### src/rtl/vlan_egress_pkg.sv
package vlan_egress_pkg;

  typedef enum logic [1:0] {
    SEL_MAP  = 2'd0,
    SEL_VID  = 2'd1,
    SEL_CTRL = 2'd2,
    SEL_NONE = 2'd3
  } vef_sel_e;

  localparam int          STATE_W  = 2;
  localparam int          SEL_W    = 2;
  localparam logic [1:0]  ST_FWD   = 2'd3;
  localparam logic [1:0]  ST_OFF   = 2'd0;

endpackage

### src/rtl/vlan_cfg_regs.sv
module vlan_cfg_regs
  import vlan_egress_pkg::*;
#(
  parameter int NUM_PORTS = 7,
  parameter int FID_W     = 4,
  parameter int VID_W     = 12,
  parameter int DATA_W    = 16,
  parameter int PORT_W    = 3,
  parameter logic [NUM_PORTS-1:0] GROUP_A = 7'h4F,
  parameter logic [FID_W-1:0]     FID_A   = 4'd1,
  parameter logic [FID_W-1:0]     FID_B   = 4'd2
) (
  input  logic                                clk,
  input  logic                                rst_n,
  input  logic                                wr_en,
  input  logic [PORT_W-1:0]                   wr_port,
  input  vef_sel_e                            wr_sel,
  input  logic [DATA_W-1:0]                   wr_data,
  output logic [NUM_PORTS-1:0][NUM_PORTS-1:0] mask_q,
  output logic [NUM_PORTS-1:0][FID_W-1:0]     fid_q,
  output logic [NUM_PORTS-1:0][VID_W-1:0]     vid_q,
  output logic [NUM_PORTS-1:0][STATE_W-1:0]   state_q
);

  localparam int FID_LSB = DATA_W - FID_W;

  function automatic logic [NUM_PORTS-1:0] reset_mask(input int p);
    logic [NUM_PORTS-1:0] grp;
    grp = GROUP_A[p] ? GROUP_A : ~GROUP_A;
    grp[p] = 1'b0;
    return grp;
  endfunction

  for (genvar p = 0; p < NUM_PORTS; p++) begin : g_port
    logic hit;
    logic [NUM_PORTS-1:0] own;
    assign hit = wr_en && (wr_port == PORT_W'(p));
    assign own = NUM_PORTS'(1) << p;

    always_ff @(posedge clk or negedge rst_n) begin
      if (!rst_n) begin
        mask_q[p]  <= reset_mask(p);
        fid_q[p]   <= GROUP_A[p] ? FID_A : FID_B;
        vid_q[p]   <= VID_W'(p + 1);
        state_q[p] <= ST_FWD;
      end else if (hit) begin
        case (wr_sel)
          SEL_MAP: begin
            mask_q[p] <= wr_data[NUM_PORTS-1:0] & ~own;
            fid_q[p]  <= wr_data[FID_LSB +: FID_W];
          end
          SEL_VID:  vid_q[p]   <= wr_data[VID_W-1:0];
          SEL_CTRL: state_q[p] <= wr_data[STATE_W-1:0];
          default: ;
        endcase
      end
    end
  end

endmodule

### src/rtl/vlan_cfg_readmux.sv
module vlan_cfg_readmux
  import vlan_egress_pkg::*;
#(
  parameter int NUM_PORTS = 7,
  parameter int FID_W     = 4,
  parameter int VID_W     = 12,
  parameter int DATA_W    = 16,
  parameter int PORT_W    = 3
) (
  input  logic [PORT_W-1:0]                   rd_port,
  input  vef_sel_e                            rd_sel,
  input  logic [NUM_PORTS-1:0][NUM_PORTS-1:0] mask_q,
  input  logic [NUM_PORTS-1:0][FID_W-1:0]     fid_q,
  input  logic [NUM_PORTS-1:0][VID_W-1:0]     vid_q,
  input  logic [NUM_PORTS-1:0][STATE_W-1:0]   state_q,
  output logic [DATA_W-1:0]                   rd_data
);

  localparam int FID_LSB = DATA_W - FID_W;

  always_comb begin
    rd_data = '0;
    for (int p = 0; p < NUM_PORTS; p++) begin
      if (rd_port == PORT_W'(p)) begin
        case (rd_sel)
          SEL_MAP: begin
            rd_data[NUM_PORTS-1:0]      = mask_q[p];
            rd_data[FID_LSB +: FID_W]   = fid_q[p];
          end
          SEL_VID:  rd_data[VID_W-1:0]   = vid_q[p];
          SEL_CTRL: rd_data[STATE_W-1:0] = state_q[p];
          default:  rd_data = '0;
        endcase
      end
    end
  end

endmodule

### src/rtl/vlan_egress_lookup.sv
module vlan_egress_lookup
  import vlan_egress_pkg::*;
#(
  parameter int NUM_PORTS = 7,
  parameter int FID_W     = 4,
  parameter int PORT_W    = 3
) (
  input  logic [PORT_W-1:0]                   in_port,
  input  logic [NUM_PORTS-1:0][NUM_PORTS-1:0] mask_q,
  input  logic [NUM_PORTS-1:0][FID_W-1:0]     fid_q,
  input  logic [NUM_PORTS-1:0][STATE_W-1:0]   state_q,
  output logic [NUM_PORTS-1:0]                out_mask,
  output logic [FID_W-1:0]                    out_fid
);

  logic [NUM_PORTS-1:0] fwd_set;
  logic [NUM_PORTS-1:0] sel_mask;
  logic                 sel_fwd;

  for (genvar p = 0; p < NUM_PORTS; p++) begin : g_fwd
    assign fwd_set[p] = (state_q[p] == ST_FWD);
  end

  always_comb begin
    sel_mask = '0;
    sel_fwd  = 1'b0;
    out_fid  = '0;
    for (int p = 0; p < NUM_PORTS; p++) begin
      if (in_port == PORT_W'(p)) begin
        sel_mask = mask_q[p];
        sel_fwd  = fwd_set[p];
        out_fid  = fid_q[p];
      end
    end
    out_mask = sel_fwd ? (sel_mask & fwd_set) : '0;
  end

endmodule

### src/rtl/vlan_resp_stage.sv
module vlan_resp_stage #(
  parameter int NUM_PORTS = 7,
  parameter int FID_W     = 4,
  parameter int PORT_W    = 3
) (
  input  logic                 clk,
  input  logic                 rst_n,
  input  logic                 in_valid,
  output logic                 in_ready,
  input  logic [PORT_W-1:0]    in_port,
  input  logic [NUM_PORTS-1:0] in_mask,
  input  logic [FID_W-1:0]     in_fid,
  output logic                 out_valid,
  input  logic                 out_ready,
  output logic [PORT_W-1:0]    out_port,
  output logic [NUM_PORTS-1:0] out_mask,
  output logic [FID_W-1:0]     out_fid
);

  logic take;
  assign in_ready = !out_valid || out_ready;
  assign take     = in_valid && in_ready;

  always_ff @(posedge clk or negedge rst_n) begin
    if (!rst_n) begin
      out_valid <= 1'b0;
      out_port  <= '0;
      out_mask  <= '0;
      out_fid   <= '0;
    end else if (take) begin
      out_valid <= 1'b1;
      out_port  <= in_port;
      out_mask  <= in_mask;
      out_fid   <= in_fid;
    end else if (out_ready) begin
      out_valid <= 1'b0;
    end
  end

endmodule

### src/rtl/vlan_egress_filter.sv
module vlan_egress_filter
  import vlan_egress_pkg::*;
#(
  parameter int NUM_PORTS = 7,
  parameter int FID_W     = 4,
  parameter int VID_W     = 12,
  parameter int DATA_W    = 16,
  parameter logic [NUM_PORTS-1:0] GROUP_A = 7'h4F,
  parameter logic [FID_W-1:0]     FID_A   = 4'd1,
  parameter logic [FID_W-1:0]     FID_B   = 4'd2,
  localparam int PORT_W = $clog2(NUM_PORTS + 1),
  localparam int ADDR_W = PORT_W + SEL_W
) (
  input  logic                 clk,
  input  logic                 rst_n,
  input  logic                 cfg_we,
  input  logic [ADDR_W-1:0]    cfg_addr,
  input  logic [DATA_W-1:0]    cfg_wdata,
  output logic [DATA_W-1:0]    cfg_rdata,
  input  logic                 lkp_valid,
  output logic                 lkp_ready,
  input  logic [PORT_W-1:0]    lkp_port,
  output logic                 egr_valid,
  input  logic                 egr_ready,
  output logic [PORT_W-1:0]    egr_port,
  output logic [NUM_PORTS-1:0] egr_mask,
  output logic [FID_W-1:0]     egr_fid
);

  logic [NUM_PORTS-1:0][NUM_PORTS-1:0] mask_q;
  logic [NUM_PORTS-1:0][FID_W-1:0]     fid_q;
  logic [NUM_PORTS-1:0][VID_W-1:0]     vid_q;
  logic [NUM_PORTS-1:0][STATE_W-1:0]   state_q;
  logic [PORT_W-1:0]                   cfg_port;
  vef_sel_e                            cfg_sel;
  logic [NUM_PORTS-1:0]                lk_mask;
  logic [FID_W-1:0]                    lk_fid;

  assign cfg_port = cfg_addr[ADDR_W-1:SEL_W];
  assign cfg_sel  = vef_sel_e'(cfg_addr[SEL_W-1:0]);

  vlan_cfg_regs #(
    .NUM_PORTS(NUM_PORTS), .FID_W(FID_W), .VID_W(VID_W), .DATA_W(DATA_W),
    .PORT_W(PORT_W), .GROUP_A(GROUP_A), .FID_A(FID_A), .FID_B(FID_B)
  ) u_regs (
    .clk(clk), .rst_n(rst_n), .wr_en(cfg_we), .wr_port(cfg_port),
    .wr_sel(cfg_sel), .wr_data(cfg_wdata), .mask_q(mask_q), .fid_q(fid_q),
    .vid_q(vid_q), .state_q(state_q)
  );

  vlan_cfg_readmux #(
    .NUM_PORTS(NUM_PORTS), .FID_W(FID_W), .VID_W(VID_W), .DATA_W(DATA_W),
    .PORT_W(PORT_W)
  ) u_rmux (
    .rd_port(cfg_port), .rd_sel(cfg_sel), .mask_q(mask_q), .fid_q(fid_q),
    .vid_q(vid_q), .state_q(state_q), .rd_data(cfg_rdata)
  );

  vlan_egress_lookup #(
    .NUM_PORTS(NUM_PORTS), .FID_W(FID_W), .PORT_W(PORT_W)
  ) u_lkp (
    .in_port(lkp_port), .mask_q(mask_q), .fid_q(fid_q), .state_q(state_q),
    .out_mask(lk_mask), .out_fid(lk_fid)
  );

  vlan_resp_stage #(
    .NUM_PORTS(NUM_PORTS), .FID_W(FID_W), .PORT_W(PORT_W)
  ) u_resp (
    .clk(clk), .rst_n(rst_n), .in_valid(lkp_valid), .in_ready(lkp_ready),
    .in_port(lkp_port), .in_mask(lk_mask), .in_fid(lk_fid),
    .out_valid(egr_valid), .out_ready(egr_ready), .out_port(egr_port),
    .out_mask(egr_mask), .out_fid(egr_fid)
  );

endmodule

### config.mk
export PLATFORM = sky130hd
export DESIGN_NAME = vlan_egress_filter
export DESIGN_NICKNAME = d
export VERILOG_FILES = /design/src/rtl/vlan_egress_pkg.sv /design/src/rtl/vlan_cfg_regs.sv /design/src/rtl/vlan_cfg_readmux.sv /design/src/rtl/vlan_egress_lookup.sv /design/src/rtl/vlan_resp_stage.sv /design/src/rtl/vlan_egress_filter.sv
export SDC_FILE = /design/constraint.sdc
export NUM_CORES = 1
export LEC_CHECK = 0
export ABC_AREA = 1
export BUFFER_PORTS_ARGS = -buffer_cell sky130_fd_sc_hd__buf_4
export CAP_MARGIN = 20
export CORE_AREA = 5 5 142 144
export DETAILED_ROUTE_END_ITERATION = 12
export DIE_AREA = 0 0 147 149
export PLACE_DENSITY = 0.73
export SETUP_SLACK_MARGIN = 0.5
export SYNTH_ARGS = -nofsm -noshare
export SYNTH_HDL_FRONTEND = slang
export SYNTH_SLANG_ARGS = --single-unit
### constraint.sdc
create_clock -name clk -period 4.67 [get_ports clk]
set_clock_uncertainty 0.2 [all_clocks]
set_input_delay 0.934 -clock clk [delete_from_list [all_inputs] [get_ports clk]]
set_output_delay 0.934 -clock clk [all_outputs]
set_load 0.005 [all_outputs]
==> results by group, run 1 <==
Status
  • Status: finished clean

Worst setup path
  • Reg2Reg Depth: 5
  • Crit end category: output port
  • WP data required: 3540 ps
  • CP startpoint kind: input port
  • Largest fanout on the critical path: 4
  • Critical path type: in -> out
  • Worst Path Arrival: 2900 ps

Detailed routing
  • Met2 WL post-DR: 13,000 um
  • Detailed router's first-iteration violation count: 1,076
  • Drc violations: 0
  • WL/cell: 17.9 um
  • Final ANT Viol Nets: 0
  • Total routed wirelength: 29,800 um
  • DR pass1 iterations: 5
  • Via count: 9,382
  • Top routing layer in use: met4
  • WL met1: 13,300 um
  • Routed length on met3: 2760 um
  • Drt via density: 5.63

Clocking
  • Num CTS Buffers: 17
  • Clock transition at the registers of the reported paths: 80 ps
  • Hold_buf cts: 0
  • Clock tree buffer depth: 2
  • Clock Tree Root: clkbuf_16
  • CTS tree: built
  • Clk_lat worst skew: 450 ps
  • Clock sinks: 183
  • H-tree levels: 4

STA
  • Final setup vio count: 0
  • Setup TNS: 0 ps
  • Fmax: 248 MHz
  • Unrepaired setup endpoints after global routing: no
  • Period utilization: 86.3%
  • Slew @ Worst Pin: 931 ps
  • Final hold vios: 0
  • Slew headroom: 37.5%
  • Fin. max-slew vios: 0
  • Crit path time final: 4030 ps

Synthesis
  • Synth area leaders: dfrtp_1, nand2_1, dfstp_2
  • Fraction of registers with async set or reset after synthesis: 100%
  • Mean Syn Cell Area: 7.40 um^2
  • Synthesized Nets: 1,398
  • Synth top area share: 31.7%
  • Post-synthesis sequential area ratio: 46.1%
  • Synth cell types: 46
  • #FFs+latches synth: 183
  • Post-synth EDFFs: 0
  • Yosys top cell by area: dfrtp_1
  • Top FF cell, synth: dfrtp_1
  • Synth Instances: 1,364
  • Synthesized area: 10,100 um^2
  • Yosys warnings: 0

Power and ir drop
  • Maximum VDD drop: 0.262 mV
  • PD cells: 386 nW/um^2
  • Leakage: 0.00564 uW

Floorplan
  • Io pins: 61
  • Core area: 18,600 um^2
  • Die Footprint: 21,900 um^2
  • Die Wd: 147 um
  • DIE HEIGHT: 149 um
  • Rows: 50
  • Initial core utilization: 54.3%

Placed design
  • DPL Wire Length: 20,300 um
  • Number of placed cells counting well taps: 1,612
  • Placed Area: 10,600 um^2
  • IO Port Bufs: 60
  • RePlAce Congestion: 0.930

Final layout
  • Nets@finish: 1,454
  • Commonest non-fill, non-tap cell in the layout: nand2_1
  • Share of layout cells above drive strength 1: 17.9%
  • Most frequent cells in the layout: nand2_1, o21ai_0, inv_1, dfrtp_1, buf_4
  • Finished Cell Area: 11,600 um^2
  • Final Non-Filler Cells: 1,667
  • Antenna diodes: 0
  • Area Overhead vs Synth: 14.7%
  • Core Util, Final: 62.3%

Job
  • Number of max-cap violations: 0

Worst hold path
  • Hold Path Class: in -> async

GRT
  • Gr ovfl total: 0
  • Largest net degree at the start of global routing: 69
  • Global-route wire length before repair: 45,800 um
  • Global Route Usage Sum: 26.7%
  • Initial antenna violation count: 0
  • Vias in the first global route: 8,251
==> final timing paths <==
kind	to	slack, ps	from
setup / recovery	cfg_rdata[6]	640	cfg_addr[1]
min in group clk	u_regs.vid_q[44]	290	u_regs.vid_q[44]
hold reg to reg	u_regs.vid_q[44]	290	u_regs.vid_q[44]
max in group asynchronous	u_regs.fid_q[24]	3030	rst_n
hold / removal	u_regs.fid_q[9]	290	rst_n
setup reg to reg	u_resp.out_mask[0]	2570	u_resp.out_valid
==> registers in the layout, summed over array words and instances, names as in the netlist <==
name and cells:
u_resp.out_mask 7, u_resp.out_valid 1, u_regs.fid_q 28, u_resp.out_fid 4
u_regs.mask_q 42, u_regs.state_q 14, u_regs.vid_q 84, u_resp.out_port 3
==> cell usage after synthesis (4+ instances only) <==
cell,count
nand2_1,581
nand3_1,62
nor3_1,4
o2111ai_1,7
clkbuf_1,35
ha_1,5
o22ai_1,7
buf_6,8
a22o_1,5
dfrtp_1,128
buf_4,4
a21oi_1,11
nor2_2,4
dfstp_2,55
nand2_2,20
o21ai_0,175
nand4_1,10
inv_1,134
nor2_1,21
nand3_2,4
o21a_1,23
inv_2,5
a221oi_1,6
buf_2,11
==> cell type report <==
cell class	instances	area, um^2
clock buffers	17	425
inverters	142	566
repair buffers	100	842
clock inverters	15	180
fillers	1644	7000
flip-flops and latches	183	4650
multi-input cells	976	4620
well taps	234	293
==> per-stage QoR <==
step                      power [uW]  worst slack, ps  hold slack [ps]
after detailed placement        2930              322              273
after global routing            4680              472              304
after CTS                       4430              517              290
after floorplan                 2620              961              253
final                           4470              638              285
after global placement          2890              336              265
==> logic make-up after synthesis <==
logic type      synth area share, %
flops                          46.1
simple gates                   30.0
fa+ha+maj                     0.620
buf+inv                        9.15
compound gates                 14.1
==> worst max-delay path, stage by stage <==
cell	delay, ps
buf_4	140
inv_4	70
ha_4	180
buf_4	120
buf_4	120
nand2_1	60
nand2_1	50
nand2_1	80
nand3_2	100
nand2_1	50
nand2_1	50
nand2_1	40
nand2_1	70
nand2_1	50
nand2_1	50
nand2_1	50
nand2_2	90
nand2_1	50
nand2_1	60
nand2_1	40
nand2_1	110
nand2_1	60
nand2_1	60
nand2_1	40
nand2_1	50
buf_4	100
==> where the power goes <==
| group | internal (uW) | switching [uW] |
|---|---|---|
| registers | 1960 | 208 |
| logic | 306 | 488 |
| clock network | 812 | 694 |
==> metal layers <==
layer | up-vias | global-route usage (%)
met1 | 4436 | 40.7
met2 | 437 | 39.4
met5 | - | 0
met4 | 0 | 6.99
met3 | 51 | 4.92
li1 | 4458 | -
==> timing repair <==
item	in CTS	in global routing
setup endpoints to repair	16	15
buffers inserted	5	16
cloned	0	2
pin swaps	2	16
resized for setup	6	42
No activity file was read; power rests on OpenSTA's default activity.
==> inputs of run 2 (changes only) <==
- CTS_BUF_LIST: unset -> sky130_fd_sc_hd__clkbuf_16
- GPL_TIMING_DRIVEN: unset -> 0
==> run 2 against run 1 <==
Compared with the run above: total power shrank 2.1%; combinational power up 2.5%; maximum frequency decreased by 0.62%; largest cell class is now multi-input gates.
==> results by group, run 2 (synthesis gave the netlist of run 1 again) <==
Worst setup path
  • CP Depth: 15
  • Slowest stage cell, crit path: a31oi_1
  • CP delay by family, top: buffers and inverters
  • Worst Path Arrival: 2920 ps
  • Crit path cell chain: buf_12 -> clkinv_8 -> ha_4 -> buf_6 -> buf_8 -> buf_4 -> buf_4 -> buf_4 -> nand2_1 -> nand3_1 -> nand3_1 -> nand3_1 -> a31oi_1 -> nand4_1 -> buf_4
  • CP startpoint kind: input port
  • Critical path type: in -> out
  • WP data required: 3540 ps
  • Largest fanout on the critical path: 10
  • Buf+Inv Stages, Crit Path: 8
  • CP most frequent cell: buf_4
  • Reg2Reg Depth: 5
  • Biggest cell delay along the critical path: 240 ps
  • Crit end category: output port

Detailed routing
  • DR pass1 iterations: 7
  • WL met1: 13,400 um
  • Total routed wirelength: 30,900 um
  • WL/cell: 18.2 um
  • Detailed router's first-iteration violation count: 963
  • Routed length on met3: 2870 um
  • Drc violations: 0
  • Met2 WL post-DR: 13,800 um
  • Top routing layer in use: met4
  • Drt via density: 5.71
  • Via count: 9,711
  • Final ANT Viol Nets: 0

STA
  • Final setup vio count: 0
  • Slew headroom: 38.4%
  • Crit path time final: 4060 ps
  • Fin worst setup slack: 613 ps
  • Setup TNS: 0 ps
  • Unrepaired setup endpoints after global routing: yes
  • Slew @ Worst Pin: 917 ps
  • Final hold vios: 0
  • Fmax: 247 MHz
  • Fin. max-slew vios: 0
  • Period utilization: 86.9%

GRT
  • Initial antenna violation count: 0
  • Largest net degree at the start of global routing: 124
  • Gr ovfl total: 0
  • Vias in the first global route: 8,688
  • Global Route Usage Sum: 27.8%
  • Global-route wire length before repair: 47,600 um

Floorplan
  • Initial core utilization: 54.3%
  • Die Footprint: 21,900 um^2
  • DIE HEIGHT: 149 um
  • Die Wd: 147 um
  • Rows: 50
  • Core area: 18,600 um^2
  • Io pins: 61

Clocking
  • CTS tree: built
  • Clk_lat worst skew: 440 ps
  • Num CTS Buffers: 17
  • Clock sinks: 183
  • Clock tree buffer depth: 2
  • H-tree levels: 4
  • Clock Tree Root: clkbuf_16
  • Clock transition at the registers of the reported paths: 80 ps

Power and ir drop
  • Switching portion of total power: 31.9%
  • Maximum VDD drop: 0.265 mV
  • PD cells: 371 nW/um^2
  • Clock share of power: 31.8%
  • Pint: 2980 uW
  • Power Total: 4380 uW
  • Logic gate share of total power: 18.6%
  • Psw: 1390 uW
  • Reg power frac: 49.6%
  • Leakage: 0.00572 uW

Placed design
  • RePlAce Congestion: 0.959
  • Placed Area: 10,900 um^2
  • IO Port Bufs: 58
  • DPL Wire Length: 21,900 um
  • Pre-CTS setup slack: 156 ps
  • Number of placed cells counting well taps: 1,657

Final layout
  • Antenna diodes: 0
  • Largest register FFs: 84
  • Area Overhead vs Synth: 16.9%
  • Final Non-Filler Cells: 1,702
  • Nets@finish: 1,489
  • Fill cell count: 1,657
  • Finished Cell Area: 11,800 um^2
  • Biggest regs: u_regs.vid_q: 84 flops, u_regs.mask_q: 42 flops, u_regs.fid_q: 28 flops
  • Commonest non-fill, non-tap cell in the layout: nand2_1
  • Most frequent cells in the layout: nand2_1, o21ai_0, inv_1, dfrtp_1, buf_4
  • Top reg by flops: u_regs.vid_q
  • Share of layout cells above drive strength 1: 18.6%

Job
  • Number of max-cap violations: 0

Worst hold path
  • Hold Path Class: in -> async

Status
  • Status: finished clean
## run 2: cell count changes in the layout (fill, tap and decap cells not counted), moves of 5 or more
| cell | delta |
|---|---|
| clkbuf_1 | +33 |
| buf_4 | -13 |
| nand2_2 | +7 |
| nand2_1 | -6 |
| buf_2 | +5 |
| nand3_1 | -5 |
| nand3_2 | +5 |
## run 2: per-layer routing
metal  up-vias  global-route usage (%)
met4         0                    7.83
met5         -                       0
met3        66                    5.71
met2       470                    42.5
li1       4528                       -
met1      4647                    40.4
## run 2: layout make-up
class / instances / area (um^2) / share of cell area (%)
multi-input combinational: 974 / 4660 / 39.5
sequential: 183 / 4650 / 39.4
timing repair buffer: 72 / 609 / 5.17
inverter: 142 / 572 / 4.85
buffer: 65 / 457 / 3.87
clock buffer: 17 / 425 / 3.61
tap: 234 / 293 / 2.48
clock inverter: 15 / 134 / 1.13
## run 2: repair_timing
item | CTS | global route
resized for setup | 32 | 57
hold buffers | 0 | 0
setup endpoints to repair | 12 | 16
pin swaps | 5 | 32
buffers inserted | 0 | 13
## run 2: through the flow
stage          util (%)  hold WS [ps]
2_1_floorplan         -           253
3_3_place_gp       58.2           266
3_5_place_dp       58.4           273
4_1_cts            61.9           237
5_1_grt            63.5           253
6_report           63.5           223
## run 2: worst paths after layout
kind | startpoint | to | slack [ps]
max | cfg_addr[1] | cfg_rdata[0] | 610
min | rst_n | u_regs.fid_q[1] | 220
max reg2reg | u_regs.state_q[6] | u_resp.out_mask[4] | 2660
min reg2reg | u_regs.vid_q[36] | u_regs.vid_q[36] | 290
max in group asynchronous | rst_n | u_regs.vid_q[69] | 3070
min in group clk | u_regs.vid_q[36] | u_regs.vid_q[36] | 290
## run 2: worst register-to-register path: stages (launching register included)
cell and delay, ps:
dfstp_2 560, nand2_1 130, o2111ai_1 320, a21oi_1 140, or2_1 330, o31ai_1 240
## run 2: power groups by stage
stage	sequential, uW	clock [uW]	combinational [uW]
after floorplan	2120	0	504
after global placement	2170	0	732
after detailed placement	2180	0	758
after CTS	2160	1400	772
after global routing	2200	1480	910
final	2170	1390	814
==> inputs of run 3 (changes only) <==
- CORE_AREA: 5 5 142 144 -> 5 5 149 151
- DIE_AREA: 0 0 147 149 -> 0 0 154 156
- SYNTH_HIERARCHICAL: unset -> 1
==> run 3 against run 2 <==
Compared with the run above: worst hold slack improved by 41 ps; critical path depth up 1; sequential power about the same.
==> results by group, run 3 <==
Floorplan
  • Core area: 20,700 um^2
  • Die Wd: 154 um
  • Rows: 53
  • Initial core utilization: 53.7%
  • Io pins: 61
  • Die Footprint: 24,000 um^2
  • DIE HEIGHT: 156 um

Final layout
  • Fill cell count: 1,867
  • Finished Cell Area: 13,400 um^2
  • Largest register FFs: 84
  • Most frequent cells in the layout: nand2_1, nand3_1, dfrtp_1, buf_4, inv_1
  • Top reg by flops: u_regs/vid_q
  • Nets@finish: 1,791
  • Commonest non-fill, non-tap cell in the layout: nand2_1
  • Final Non-Filler Cells: 2,045
  • Biggest regs: u_regs/vid_q: 84 flops, u_regs/mask_q: 42 flops, u_regs/fid_q: 28 flops
  • Antenna diodes: 0
  • Share of layout cells above drive strength 1: 22.8%
  • Area Overhead vs Synth: 20.4%

Power and ir drop
  • PD cells: 337 nW/um^2
  • Leakage: 0.00720 uW
  • Maximum VDD drop: 0.255 mV

STA
  • Fmax: 237 MHz
  • Final hold vios: 0
  • Crit path time final: 4230 ps
  • Final setup vio count: 0
  • Fin. max-slew vios: 0
  • Unrepaired setup endpoints after global routing: yes
  • Setup TNS: 0 ps
  • Slew headroom: 32.9%
  • Hold Slack: 264 ps
  • Slew @ Worst Pin: 1010 ps
  • Fin worst setup slack: 445 ps
  • Period utilization: 90.5%

Synthesis
  • Synth Instances: 1,632
  • Synth cell types: 36
  • Mean Syn Cell Area: 6.81 um^2
  • Count leader, synth: nand2_1
  • Post-synth top cells: nand2_1, nand3_1, dfrtp_1
  • Synth area leaders: dfrtp_1, nand2_1, dfstp_2
  • Top FF cell, synth: dfrtp_1
  • Fraction of registers with async set or reset after synthesis: 100%
  • Post-synth EDFFs: 0
  • Synthesized area: 11,100 um^2
  • #FFs+latches synth: 183
  • Post-synthesis sequential area ratio: 41.8%
  • Yosys top cell by area: dfrtp_1
  • Synth top area share: 28.8%
  • Yosys warnings: 6

Worst hold path
  • Hold Path Class: in -> async

Detailed routing
  • Detailed router's first-iteration violation count: 1,526
  • Drt via density: 5.67
  • Via count: 11,600
  • Drc violations: 0
  • Final ANT Viol Nets: 0
  • Total routed wirelength: 39,300 um
  • DR pass1 iterations: 5
  • WL/cell: 19.2 um

Clocking
  • CTS tree: built
  • Hold_buf cts: 0
  • Num CTS Buffers: 17
  • Clk_lat worst skew: 430 ps
  • Clock sinks: 183
  • Clock Tree Root: clkbuf_16
  • Clock tree buffer depth: 2
  • Clock transition at the registers of the reported paths: 70 ps
  • H-tree levels: 4

GRT
  • Largest net degree at the start of global routing: 110
  • Vias in the first global route: 10,700
  • Global Route Usage Sum: 31.9%
  • Global-route wire length before repair: 59,200 um
  • Initial antenna violation count: 0
  • Gr ovfl total: 0

Placed design
  • Pre-CTS setup slack: 82.1 ps
  • Number of placed cells counting well taps: 1,972
  • Placed Area: 12,000 um^2
  • DPL Wire Length: 27,700 um
  • IO Port Bufs: 58
  • RePlAce Congestion: 0.942

Worst setup path
  • Largest fanout on the critical path: 10
  • WP data required: 3540 ps
  • Critical path type: in -> out
  • Crit end category: output port
  • CP startpoint kind: input port
  • Worst Path Arrival: 3090 ps

Status
  • Status: finished clean

Job
  • Number of max-cap violations: 0
## run 3: changes by cell type after synthesis, sizes merged, moves of 28 or more
cell / previous run / this run
inv: 141 / 111
nor2: 31 / 59
nand4: 10 / 40
buf: 28 / 78
nand3: 66 / 242
o21ai: 176 / 10
nand2: 604 / 832
## run 3: layout make-up
class                           instances  area, um^2  share of cell area (%)
Buffer                                100         701                    5.23
Clock inverter                         15         153                    1.14
Tap cell                              275         344                    2.57
Sequential cell                       183        4650                    34.7
Multi-Input combinational cell       1243        5780                    43.1
Timing Repair Buffer                  100         886                    6.61
Clock buffer                           17         425                    3.18
Inverter                              112         458                    3.42
## run 3: timing repair
| action | 4_1_cts | 5_1_grt |
|---|---|---|
| pin swaps | 14 | 75 |
| cloned | 2 | 1 |
| setup buffers | 7 | 31 |
| setup endpoints to repair | 16 | 16 |
| resized for setup | 61 | 96 |
## run 3: per-layer routing
layer / wire, um / GRT usage (%) / vias up / part of all wire [%]
li1: - / - / 5406 / -
met2: 17900 / 51.1 / 630 / 46
met3: 3460 / 5.52 / 142 / 8.8
met5: 0 / 0 / - / 0
met4: 2200 / 16.8 / 0 / 5.6
met1: 15700 / 41.6 / 5425 / 40
## run 3: final timing paths
kind	startpoint	to	slack [ps]	depth (start not counted)
max in group asynchronous	rst_n	u_regs/state_q[7]	3060	2
min in group clk	u_regs/vid_q[72]	u_regs/vid_q[72]	270	2
worst min-delay path	rst_n	u_regs/fid_q[9]	260	1
worst min register to register	u_regs/vid_q[72]	u_regs/vid_q[72]	270	2
worst max register to register	u_regs/state_q[0]	u_resp/out_mask[4]	2760	10
worst max-delay path	cfg_addr[1]	cfg_rdata[0]	440	16
## run 3: cell families (layout without fill, tap and decap cells)
kind of cell	Yosys count	count (layout)	synth area share, %
compound gates	53	53	3.52
fa+ha+maj	5	5	0.563
buf+inv	212	344	9.00
flops	183	183	41.8
other cells	1	7	0.0337
simple gates	1178	1178	45.1
## run 3: worst max-delay path, cell delays in order
cell and delay, ps:
buf_12 100, clkinv_8 50, ha_4 150, buf_6 130, buf_6 130, buf_12 120
buf_12 140, buf_6 140, buf_6 160, a22o_1 190, a21oi_1 110, nand3b_1 130
nand3_2 90, a31oi_2 200, nand4_1 140, buf_4 160
## run 3: through the flow
stage	util, %	total power (uW)
after floorplan	-	2630
after global placement	57.6	2940
after detailed placement	57.8	2980
after CTS	62.0	4450
after global routing	64.7	4740
final	64.7	4510
## run 3: power by group
part | leakage (uW) | internal [uW] | total [uW] | switching (uW)
sequential | 0.00224 | 1930 | 2160 | 227
clock | 0.000276 | 792 | 1450 | 653
combinational | 0.00468 | 344 | 902 | 559
total | 0.00720 | 3070 | 4510 | 1440
